--- src/rtl/spi_word_regs_pkg.sv ---
// Package: shared byte-select encoding for the SPI word register block.
// Assumes a 2-bit select with one location per byte of each 16-bit word.
package spi_word_regs_pkg;

    typedef enum logic [1:0] {
        SEL_DATA_LO  = 2'd0,
        SEL_DATA_HI  = 2'd1,
        SEL_MATCH_LO = 2'd2,
        SEL_MATCH_HI = 2'd3
    } byte_sel_e;

    localparam int unsigned NUM_PAIRS = 2;   // data pair and compare pair
    localparam int unsigned PAIR_DATA  = 0;
    localparam int unsigned PAIR_MATCH = 1;

endpackage

--- src/rtl/swr_read_latch.sv ---
// Module: swr_read_latch
// Presents one 16-bit word as two bytes. In wide mode the first byte read
// freezes the word; the freeze ends when the partner byte is read.
// Assumes at most one of rd_lo / rd_hi per cycle and no access while flush.
module swr_read_latch #(
    parameter int unsigned BYTE_W = 8
) (
    input  logic                clk,
    input  logic                rst_n,
    input  logic                flush,
    input  logic                wide,
    input  logic                rd_lo,
    input  logic                rd_hi,
    input  logic [2*BYTE_W-1:0] live_word,
    output logic [BYTE_W-1:0]   lo_byte,
    output logic [BYTE_W-1:0]   hi_byte,
    output logic                rd_done
);
    localparam int unsigned WORD_W = 2 * BYTE_W;

    logic              held;
    logic              pend_hi;
    logic [WORD_W-1:0] held_word;
    logic [WORD_W-1:0] src_word;

    // Pick the frozen word while a pair is open, otherwise the live one.
    always_comb begin
        src_word = held ? held_word : live_word;
        if (wide) begin
            lo_byte = src_word[BYTE_W-1:0];
            hi_byte = src_word[WORD_W-1:BYTE_W];
        end else begin
            lo_byte = live_word[BYTE_W-1:0];
            hi_byte = '0;
        end
    end

    // Flag the read that finishes access to the word.
    always_comb begin
        if (flush)
            rd_done = 1'b0;
        else if (wide)
            rd_done = held && ((pend_hi && rd_hi) || (!pend_hi && rd_lo));
        else
            rd_done = rd_lo;
    end

    // Open the pair on a first read, close it on the partner read.
    always_ff @(posedge clk) begin
        if (!rst_n) begin
            held      <= 1'b0;
            pend_hi   <= 1'b0;
            held_word <= '0;
        end else if (flush || !wide) begin
            held      <= 1'b0;
        end else if (!held && (rd_lo || rd_hi)) begin
            held      <= 1'b1;
            held_word <= live_word;
            pend_hi   <= rd_lo;
        end else if (rd_done) begin
            held      <= 1'b0;
        end
    end

    AST_LATCH_FROZEN: assert property (@(posedge clk) disable iff (!rst_n)
        held |=> $stable(held_word)) else $error("frozen word changed");

    AST_NARROW_NO_HOLD: assert property (@(posedge clk) disable iff (!rst_n)
        !wide |=> !held) else $error("pair open in narrow mode");

endmodule

--- src/rtl/swr_write_gather.sv ---
// Module: swr_write_gather
// Collects two byte writes into one word and issues a single load pulse.
// In narrow mode a low-byte write loads at once and high writes are dropped.
// Assumes at most one of wr_lo / wr_hi per cycle.
module swr_write_gather #(
    parameter int unsigned BYTE_W = 8
) (
    input  logic                clk,
    input  logic                rst_n,
    input  logic                flush,
    input  logic                wide,
    input  logic                wr_lo,
    input  logic                wr_hi,
    input  logic [BYTE_W-1:0]   wdata,
    output logic                load,
    output logic [2*BYTE_W-1:0] load_word
);
    localparam int unsigned WORD_W = 2 * BYTE_W;

    logic              got_lo;
    logic              got_hi;
    logic [BYTE_W-1:0] lo_q;
    logic [BYTE_W-1:0] hi_q;

    // Decide whether this write completes a word and what that word is.
    always_comb begin
        load      = 1'b0;
        load_word = {hi_q, lo_q};
        if (flush) begin
            load = 1'b0;
        end else if (!wide) begin
            load      = wr_lo;
            load_word = {{BYTE_W{1'b0}}, wdata};
        end else if (wr_lo) begin
            load      = got_hi;
            load_word = {hi_q, wdata};
        end else if (wr_hi) begin
            load      = got_lo;
            load_word = {wdata, lo_q};
        end
    end

    // Hold partial bytes until the word completes or the mode changes.
    always_ff @(posedge clk) begin
        if (!rst_n) begin
            got_lo <= 1'b0;
            got_hi <= 1'b0;
            lo_q   <= '0;
            hi_q   <= '0;
        end else if (flush || !wide || load) begin
            got_lo <= 1'b0;
            got_hi <= 1'b0;
        end else if (wr_lo) begin
            got_lo <= 1'b1;
            lo_q   <= wdata;
        end else if (wr_hi) begin
            got_hi <= 1'b1;
            hi_q   <= wdata;
        end
    end

    AST_NO_BOTH_PENDING: assert property (@(posedge clk) disable iff (!rst_n)
        1'b1 |-> !(got_lo && got_hi)) else $error("both halves pending");

    AST_FLUSH_DROPS: assert property (@(posedge clk) disable iff (!rst_n)
        flush |=> !got_lo && !got_hi) else $error("partial survived flush");

endmodule

--- src/rtl/swr_rx_track.sv ---
// Module: swr_rx_track
// Owns the receive buffer and the full, overrun and match flags.
// Assumes xfer_done is a single-cycle strobe from the shift engine.
module swr_rx_track #(
    parameter int unsigned BYTE_W = 8
) (
    input  logic                clk,
    input  logic                rst_n,
    input  logic                wide,
    input  logic                xfer_done,
    input  logic [2*BYTE_W-1:0] rx_word,
    input  logic                rd_done,
    input  logic [2*BYTE_W-1:0] match_word,
    input  logic                ovr_clr,
    input  logic                match_clr,
    output logic [2*BYTE_W-1:0] rx_buf,
    output logic                rx_full,
    output logic                overrun,
    output logic                match_hit
);
    logic accept;
    logic equal;

    // A word is taken if the buffer is free or is being emptied now.
    always_comb begin
        accept = xfer_done && (!rx_full || rd_done);
        if (wide)
            equal = (rx_word == match_word);
        else
            equal = (rx_word[BYTE_W-1:0] == match_word[BYTE_W-1:0]);
    end

    // Store accepted words and keep the receive-full flag.
    always_ff @(posedge clk) begin
        if (!rst_n) begin
            rx_buf  <= '0;
            rx_full <= 1'b0;
        end else if (accept) begin
            rx_buf  <= rx_word;
            rx_full <= 1'b1;
        end else if (rd_done) begin
            rx_full <= 1'b0;
        end
    end

    // Overrun and match flags: setting wins over the clear strobes.
    always_ff @(posedge clk) begin
        if (!rst_n) begin
            overrun   <= 1'b0;
            match_hit <= 1'b0;
        end else begin
            if (xfer_done && !accept)
                overrun <= 1'b1;
            else if (ovr_clr)
                overrun <= 1'b0;
            if (accept && equal)
                match_hit <= 1'b1;
            else if (match_clr)
                match_hit <= 1'b0;
        end
    end

    AST_ACCEPT_FILLS: assert property (@(posedge clk) disable iff (!rst_n)
        xfer_done && !rx_full |=> rx_full && rx_buf == $past(rx_word))
        else $error("word not stored");

    AST_OVERRUN_KEEPS: assert property (@(posedge clk) disable iff (!rst_n)
        xfer_done && rx_full && !rd_done |=> overrun && $stable(rx_buf))
        else $error("overrun handling");

    AST_MATCH_NEEDS_XFER: assert property (@(posedge clk) disable iff (!rst_n)
        $rose(match_hit) |-> $past(xfer_done)) else $error("match without transfer");

endmodule

--- src/rtl/spi_word_regs.sv ---
// Module: spi_word_regs (top)
// Byte-wide register front end for a 16-bit serial shift engine: coherent
// reads of receive and compare words, gathered writes of transmit and
// compare words, and receive status flags.
// Assumes one bus access per cycle and no access in the cycle the mode changes.
module spi_word_regs
    import spi_word_regs_pkg::*;
#(
    parameter int unsigned BYTE_W = 8
) (
    input  logic                clk,
    input  logic                rst_n,
    input  logic                wide_mode,
    input  logic [1:0]          bus_sel,
    input  logic                bus_rd,
    input  logic                bus_wr,
    input  logic [BYTE_W-1:0]   bus_wdata,
    output logic [BYTE_W-1:0]   bus_rdata,
    input  logic                xfer_done,
    input  logic [2*BYTE_W-1:0] rx_word,
    input  logic                tx_take,
    output logic [2*BYTE_W-1:0] tx_word,
    output logic                tx_empty,
    output logic                rx_full,
    output logic                overrun,
    output logic                match_hit,
    input  logic                ovr_clr,
    input  logic                match_clr
);
    localparam int unsigned WORD_W = 2 * BYTE_W;

    logic              mode_q;
    logic              flush;
    logic [WORD_W-1:0] rx_buf;
    logic [WORD_W-1:0] match_reg;
    logic [WORD_W-1:0] live_w   [NUM_PAIRS];
    logic [BYTE_W-1:0] rd_lo_b  [NUM_PAIRS];
    logic [BYTE_W-1:0] rd_hi_b  [NUM_PAIRS];
    logic              rd_done  [NUM_PAIRS];
    logic              load_w   [NUM_PAIRS];
    logic [WORD_W-1:0] word_w   [NUM_PAIRS];
    logic              sel_lo   [NUM_PAIRS];
    logic              sel_hi   [NUM_PAIRS];

    // Track the mode so a change flushes all half-finished pairs.
    always_ff @(posedge clk) begin
        mode_q <= wide_mode;
    end
    assign flush = !rst_n || (wide_mode != mode_q);

    assign live_w[PAIR_DATA]  = rx_buf;
    assign live_w[PAIR_MATCH] = match_reg;
    assign sel_lo[PAIR_DATA]  = (bus_sel == SEL_DATA_LO);
    assign sel_hi[PAIR_DATA]  = (bus_sel == SEL_DATA_HI);
    assign sel_lo[PAIR_MATCH] = (bus_sel == SEL_MATCH_LO);
    assign sel_hi[PAIR_MATCH] = (bus_sel == SEL_MATCH_HI);

    // One read latch and one write gatherer per word pair.
    for (genvar g = 0; g < NUM_PAIRS; g++) begin : g_pair
        swr_read_latch #(.BYTE_W(BYTE_W)) u_rd (
            .clk       (clk),
            .rst_n     (rst_n),
            .flush     (flush),
            .wide      (wide_mode),
            .rd_lo     (bus_rd && sel_lo[g]),
            .rd_hi     (bus_rd && sel_hi[g]),
            .live_word (live_w[g]),
            .lo_byte   (rd_lo_b[g]),
            .hi_byte   (rd_hi_b[g]),
            .rd_done   (rd_done[g])
        );
        swr_write_gather #(.BYTE_W(BYTE_W)) u_wr (
            .clk       (clk),
            .rst_n     (rst_n),
            .flush     (flush),
            .wide      (wide_mode),
            .wr_lo     (bus_wr && sel_lo[g]),
            .wr_hi     (bus_wr && sel_hi[g]),
            .wdata     (bus_wdata),
            .load      (load_w[g]),
            .load_word (word_w[g])
        );
    end

    // Receive buffer and status flags.
    swr_rx_track #(.BYTE_W(BYTE_W)) u_rx (
        .clk        (clk),
        .rst_n      (rst_n),
        .wide       (wide_mode),
        .xfer_done  (xfer_done),
        .rx_word    (rx_word),
        .rd_done    (rd_done[PAIR_DATA]),
        .match_word (match_reg),
        .ovr_clr    (ovr_clr),
        .match_clr  (match_clr),
        .rx_buf     (rx_buf),
        .rx_full    (rx_full),
        .overrun    (overrun),
        .match_hit  (match_hit)
    );

    // Load the transmit buffer on a completed word; track its hand-over.
    always_ff @(posedge clk) begin
        if (!rst_n) begin
            tx_word  <= '0;
            tx_empty <= 1'b1;
        end else if (load_w[PAIR_DATA]) begin
            tx_word  <= word_w[PAIR_DATA];
            tx_empty <= 1'b0;
        end else if (tx_take) begin
            tx_empty <= 1'b1;
        end
    end

    // Load the compare register on a completed word.
    always_ff @(posedge clk) begin
        if (!rst_n)
            match_reg <= '0;
        else if (load_w[PAIR_MATCH])
            match_reg <= word_w[PAIR_MATCH];
    end

    // Route the selected byte to the bus.
    always_comb begin
        case (byte_sel_e'(bus_sel))
            SEL_DATA_LO:  bus_rdata = rd_lo_b[PAIR_DATA];
            SEL_DATA_HI:  bus_rdata = rd_hi_b[PAIR_DATA];
            SEL_MATCH_LO: bus_rdata = rd_lo_b[PAIR_MATCH];
            default:      bus_rdata = rd_hi_b[PAIR_MATCH];
        endcase
    end

    AST_TX_HOLDS: assert property (@(posedge clk) disable iff (!rst_n)
        !load_w[PAIR_DATA] |=> $stable(tx_word)) else $error("tx word moved");

    AST_TX_EMPTY_LOAD: assert property (@(posedge clk) disable iff (!rst_n)
        load_w[PAIR_DATA] |=> !tx_empty) else $error("empty after load");

    AST_MATCH_RD_KEEPS_FULL: assert property (@(posedge clk) disable iff (!rst_n)
        rd_done[PAIR_MATCH] && !xfer_done |=> rx_full == $past(rx_full))
        else $error("compare read touched rx_full");

endmodule

--- config.mk ---
export PLATFORM = sky130hd
export DESIGN_NAME = spi_word_regs
export DESIGN_NICKNAME = d
export VERILOG_FILES = /design/src/rtl/spi_word_regs_pkg.sv /design/src/rtl/swr_read_latch.sv /design/src/rtl/swr_write_gather.sv /design/src/rtl/swr_rx_track.sv /design/src/rtl/spi_word_regs.sv
export SDC_FILE = /design/constraint.sdc
export NUM_CORES = 1
export LEC_CHECK = 0
export ABC_AREA = 1
export BUFFER_PORTS_ARGS = -buffer_cell sky130_fd_sc_hd__clkbuf_2
export CAP_MARGIN = 10
export CORE_MARGIN = 1.5
export CORE_UTILIZATION = 40
export DETAILED_ROUTE_END_ITERATION = 6
export PLACE_DENSITY = 0.57
export SLEW_MARGIN = 5
export SYNTH_ARGS = -nofsm -noshare
export SYNTH_HDL_FRONTEND = slang
export SYNTH_HIERARCHICAL = 1
export SYNTH_SLANG_ARGS = --single-unit
--- constraint.sdc ---
create_clock -name clk -period 2.05 [get_ports clk]
set_input_delay 0 -clock clk [delete_from_list [all_inputs] [get_ports clk]]
set_output_delay 0 -clock clk [all_outputs]
set_load 0.01 [all_outputs]
==> metrics.md, run 1 <==
| Metric | Value |
|---|---|
| Die area | about 0.017 mm² |
| Post-layout minimum cycle time | ~1.8 ns |
| Hold Startpoint | bus_wdata[6] |
| Clock Latency Late Sink | approximately 0.42 ns |
| Hold Crit Class | primary input to flop |
| Fin worst setup slack | 0.209 ns |
| Reg2reg path depth | 10 |
| Max Fclk | 543 MHz |
| Placer Congestion | approximately 0.8 |
| CTS sink cnt | between 100 and 150 |
| N_diodes | 0 |
| WP data arrival | about 2.1 ns |
| DRC errors left | 0 |
| Fraction of layout cells with a size suffix above 1 | 0.158 |
| Ports | 63 |
| Synth Instances | approximately 930 |
| Pwr Density | 799 mW/mm² |
| Worst hold path stage count | 3 |
| Cell leakage power | 0.00336 µW |
| Core area | 0.0153 mm² |
| Layout net count | 1046 |
| R2r endpoint | u_rx/overrun |
| MaxCap Viol Count | 0 |
| # rows | 45 |
| Reg-to-reg setup timing slack | ~0.21 ns |
| Crit start category | flop |
| Hold Vio Cnt, Final | 0 |
| Htree depth | 4 |
| Setup TNS | 0 ns |
| Status | complete, no violations |
| Final Max Slew Viols | 0 |
| Critical Path Fanout Max | 9 |
| Post-Syn Area | 0.00630 mm² |
| Die Y | 128 µm |
| CTS tree | done |
| Reg clk slew, reported paths | 0.06 ns |
| WS Path Type | flop to flop |
| PortBufs | 62 |
| Commonest cells after routing, fill and taps aside | 268 x nor2_1, 138 x nand2_1, 125 x dfxtp_1 |
| Yosys warns | 6 |
| Antenna Violating Nets Remaining | 0 |
| Reg with most FFs | g_pair.u_rd/held_word |
| Largest net degree at the start of global routing | 121 |
| Slew HR | 0.602 |
| CTS root buf | clkbuf_16 |
| Crit Reg-Reg Startpoint | g_pair[0].u_rd/held |
| Cts repair resizes | 0 |
| CP max stage cell | dlygate4sd3_1 |
| Drt total wl | 17.0 mm |
| Post-DP HPWL | 11.8 mm |
| Hold EP | g_pair[1].u_wr/lo_q[6] |
| TritonRoute pass-1 iters | 5 |
| Syn Area/Cell | 6.81 µm² |
| Cts bufs inserted | 17 |
| Vias | 6006 |
| Critical Path RT | between 2 and 2.5 ns |
| Finish-stage setup viols | 0 |
| Pre-CTS setup slack | 0.0797 ns |
| Post-Syn Nets | 960 |
| Number of flip-flops under the largest register name | 32 |
| Vias in the first global route | 5503 |
| VDD IR max | just over 0.6 mV |
| Setup crit end kind | flop |
| Worst hold slack | 0.0119 ns |
| Least-Margin Pin Slew | 0.593 ns |
| Vias per cell | 4.86 |
| First-pass GRT wire length | 27.7 mm |
| Worst Skew | 0.00647 ns |
| CP cell instances | nand2_2 > inv_2 > nand3_1 > nand2_1 > nand2_1 > inv_1 > inv_1 > nand3_1 > a21oi_1 > dlygate4sd3_1 |
| Initial antenna violation count | 0 |
| Chip width | roughly 130 µm |
| RSZ-0062 raised after global routing | false |
| Commonest non-fill, non-tap cell in the layout | nor2_1 |
| Area Growth Syn to Fin | 19.9% |
| Initial Utilization | 0.411 |
| Fin crit share | 0.898 |
| Total track usage | 0.216 |
| GRT overflow | 0 |
| Post-DR wirelength/cell | between 10 and 15 µm |
| Clk buf depth | 2 |
| Total power | 6030 µW |
| Iter 0 DRT Violations | 367 |
| Largest stage delay, worst path | 0.55 ns |
worst max-delay path: cells and delay by family (launching register included):
family | cells | cell delay, ns
buffers and inverters | 4 | 0.85
and+or+nand+nor | 5 | 0.46
DFF | 1 | 0.34
AOI/OAI and AO/OA | 1 | 0.07
routing by layer:
layer,part of all wire,global-route usage,up-vias
met4,0.021,0.0813,0
li1,-,-,3172
met3,0.044,0.0640,29
met2,0.45,0.342,121
met5,0,0,-
met1,0.48,0.278,2684
report_power, final:
group | switching [µW] | leakage (µW) | total [µW] | internal (µW)
sequential | 41.7 | 0.00101 | 2540 | 2500
clock | 1170 | 0.000269 | 2900 | 1740
combinational | 373 | 0.00208 | 585 | 213
repair_timing:
item / 4_1_cts / 5_1_grt
endpoints found under the hold margin: 26 / 0
buffers inserted: 0 / 0
hold buffers: 24 / 0
how the worst max path moves through the flow:
stage                                   start                     end  slack, ns  depth (start not counted)
after detailed placement           bus_sel[1]         u_rx/rx_buf[12]       0.08                         16
final                     g_pair[0].u_rd/held            u_rx/overrun       0.21                         10
after global routing                   mode_q  g_pair[1].u_wr/lo_q[4]       0.01                          7
after floorplan                    bus_sel[1]              tx_word[7]       0.09                         11
after global placement             bus_sel[1]         u_rx/rx_buf[13]       0.15                         16
after CTS                              mode_q  g_pair[0].u_wr/lo_q[1]       0.23                          7
final cells by class:
| class | count | area (µm²) |
|---|---|---|
| tap | 211 | 264 |
| fill | 1636 | 7770 |
| clock buffer | 20 | 457 |
| clock inverter | 12 | 114 |
| sequential | 125 | 2500 |
| inverter | 67 | 267 |
| timing repair buffer | 107 | 733 |
| multi-input combinational | 693 | 3210 |
per-stage QoR:
| step | cells | util | area, µm² |
|---|---|---|---|
| 6_report | 1235 | 0.493 | 7550 |
| 5_1_grt | 1235 | 0.493 | 7550 |
| 4_1_cts | 1235 | 0.493 | 7550 |
| 3_5_place_dp | 1179 | 0.440 | 6740 |
| 3_3_place_gp | 1179 | 0.440 | 6740 |
| 2_1_floorplan | 925 | - | 6300 |
No activity file was read; power rests on OpenSTA's default activity.
==> run 2: changes to the inputs <==
--- a/config.mk
+++ b/config.mk
@@ -5,9 +5,8 @@
 export SDC_FILE = /design/constraint.sdc
 export NUM_CORES = 1
 export LEC_CHECK = 0
-export ABC_AREA = 1
 export BUFFER_PORTS_ARGS = -buffer_cell sky130_fd_sc_hd__clkbuf_2
-export CAP_MARGIN = 10
+export CAP_MARGIN = 40
 export CORE_MARGIN = 1.5
 export CORE_UTILIZATION = 40
 export DETAILED_ROUTE_END_ITERATION = 6
==> metrics.md, run 2 <==
| Metric | Value |
|---|---|
| Sw Share | 0.230 (-0.0320) |
| Post-layout minimum cycle time | 1.99 ns (+0.144 ns) |
| Sequential power share | 0.422 (about the same) |
| Worst setup startpoint | g_pair[0].u_rd/held |
| Critical Path RT | 2.05 ns (-0.30 ns) |
| Area Growth Syn to Fin | 21.2% |
| Pwr Density | 756 mW/mm² (-5.3%) |
| Synth Instances | 657 (-29%) |
| Iter 0 DRT Violations | 220 (-40%) |
| Vias | 4762 (-21%) |
| Finish-stage setup viols | 0 (unchanged) |
| Reg clk slew, reported paths | 0.06 ns (about the same) |
| Crit Reg-Reg Startpoint | mode_q |
| Met2 GRT Util | 0.310 (-0.0321) |
| M1 GR Usage | 0.234 (-0.0435) |
| Fin crit share | 0.968 (+0.0701) |
| Die area | 0.0168 mm² (+1.7%) |
| Net Sw Power | 1350 µW (-15%) |
| Cts bufs inserted | 17 (unchanged) |
| Post-Syn Nets | 692 (-28%) |
| Clk buf depth | 2 (unchanged) |
| GRT busiest layer | met2 |
| Worst Skew | 0.00669 ns (+0.000218 ns) |
| Clk pwr share | 0.495 (+0.013) |
| Antenna Violating Nets Remaining | 0 (unchanged) |
| Clock Latency Late Sink | 0.41 ns (about the same) |
| Number of flip-flops under the largest register name | 32 (unchanged) |
| RSZ-0062 raised after global routing | true |
| Hold Crit Class | primary input to flop |
| Syn Area/Cell | 9.75 µm² (+43%) |
| Vias per cell | 4.92 (+1.2%) |
| Layout net count | 775 (-26%) |
| Fraction of layout cells with a size suffix above 1 | 0.245 (+0.0865) |
| Die Y | 130 µm (+0.84%) |
| Commonest cells after routing, fill and taps aside | 137 x nand2_1, 124 x dfxtp_1, 116 x mux2i_1 |
| VDD IR max | 0.589 mV (-3.7%) |
| Cell leakage power | 0.00282 µW (-16%) |
| CTS root buf | clkbuf_16 |
| Placer Congestion | 0.803 (-2.4%) |
| Hold Startpoint | bus_rd |
| GRT overflow | 0 (unchanged) |
| Total power | 5870 µW (-2.6%) |
| Largest net degree at the start of global routing | 174 (+44%) |
| CTS sink cnt | 125 (unchanged) |
| Core area | 0.0158 mm² (+3.0%) |
| WS Path Type | flop to output port |
| TritonRoute pass-1 iters | 4 (-1) |
| Setup crit end kind | output port |
| Htree depth | 4 (unchanged) |
| Initial Utilization | 0.406 (-0.00497) |
| Post-DR wirelength/cell | 15.3 µm (+11%) |
| Status | complete, no violations |
| Max Fclk | 504 MHz (-7.2%) |
| Post-CTS Setup Bufs | 0 (unchanged) |
| Reg with most FFs | g_pair.u_rd/held_word |
| CTS tree | done |
| First-pass GRT wire length | 23.8 mm (-14%) |
| Drt total wl | 14.8 mm (-13%) |
| Worst hold slack | 0.0158 ns (+0.00390 ns) |
| Commonest non-fill, non-tap cell in the layout | nand2_1 |
| DRC errors left | 0 (unchanged) |
| Setup TNS | 0 ns (unchanged) |
| Least-Margin Pin Slew | 0.700 ns (+0.106 ns) |
| Total track usage | 0.186 (-0.0299) |
| Slew HR | 0.533 (-0.0690) |
| Ports | 63 (unchanged) |
| Post-DP HPWL | 10.2 mm (-13%) |
| Final Max Slew Viols | 0 (unchanged) |
| N_diodes | 0 (unchanged) |
| Chip width | 130 µm (+0.84%) |
| Crit start category | flop |
| Initial antenna violation count | 0 (unchanged) |
| Yosys warns | 6 (unchanged) |
| PortBufs | 62 (unchanged) |
| MaxCap Viol Count | 0 (unchanged) |
| Met3 Usage GRT | 0.0495 (-0.0145) |
| Post-Syn Area | 0.00640 mm² (+1.7%) |
| Vias in the first global route | 4630 (-16%) |
| Critical Path Fanout Max | 8 (-1) |
| # rows | 46 (+2.2%) |
| Cell-internal power | 4520 µW (+1.6%) |
| Hold Vio Cnt, Final | 0 (unchanged) |
| Combinational fraction of design power | 0.083 (-0.014) |
| WP data arrival | 1.99 ns (-0.15 ns) |
[run 2: cell type report]
class,count,area [µm²]
timing repair buffer,111,805
inverter,8,30.0
fill,1489,8010
tap,216,270
clock inverter,11,119
clock buffer,20,457
multi-input combinational,477,3580
sequential,125,2510
[run 2: path summary, 6_finish.rpt]
kind	endpoint	slack (ns)	depth (start not counted)
max	bus_rdata[2]	0.06	5
min	g_pair[1].u_rd/pend_hi	0.02	5
min reg2reg	g_pair[1].u_rd/held_word[8]	0.45	2
max reg2reg	tx_word[7]	0.23	7
[run 2: repair_timing]
item | in CTS | in global routing
hold buffers | 28 | 0
setup endpoints to repair | 8 | 7
resized for setup | 5 | 1
hold endpoints to repair | 37 | 0
[run 2: stage by stage]
step	cell area, µm²	std cells	util	worst slack (ns)
2_1_floorplan	6410	657	-	0.00177
3_3_place_gp	6890	909	0.437	0.224
3_5_place_dp	6890	909	0.437	0.171
4_1_cts	7760	968	0.492	0.0243
5_1_grt	7760	968	0.492	-0.00496
6_report	7760	968	0.492	0.0648
[run 2: per-layer routing]
| metal | share of wire | up-vias |
|---|---|---|
| met5 | 0 | - |
| met4 | 0.015 | 0 |
| met3 | 0.036 | 18 |
| met2 | 0.47 | 79 |
| met1 | 0.48 | 2263 |
| li1 | - | 2402 |
[run 2: worst max-delay path, cell delays in order (launching register included)]
cell and delay [ns]:
dfxtp_4 0.40, buf_6 0.17, mux2i_1 0.27, nor2_1 0.07, mux4_1 0.51, clkbuf_2 0.15
[run 2: power by group through the flow]
| stage | clock [µW] | combinational, µW | sequential, µW |
|---|---|---|---|
| floorplan | 0 | 292 | 2530 |
| global placement | 0 | 434 | 2530 |
| detailed placement | 0 | 442 | 2530 |
| CTS | 2980 | 487 | 2480 |
| global route | 3090 | 528 | 2480 |
| finish | 2910 | 485 | 2480 |
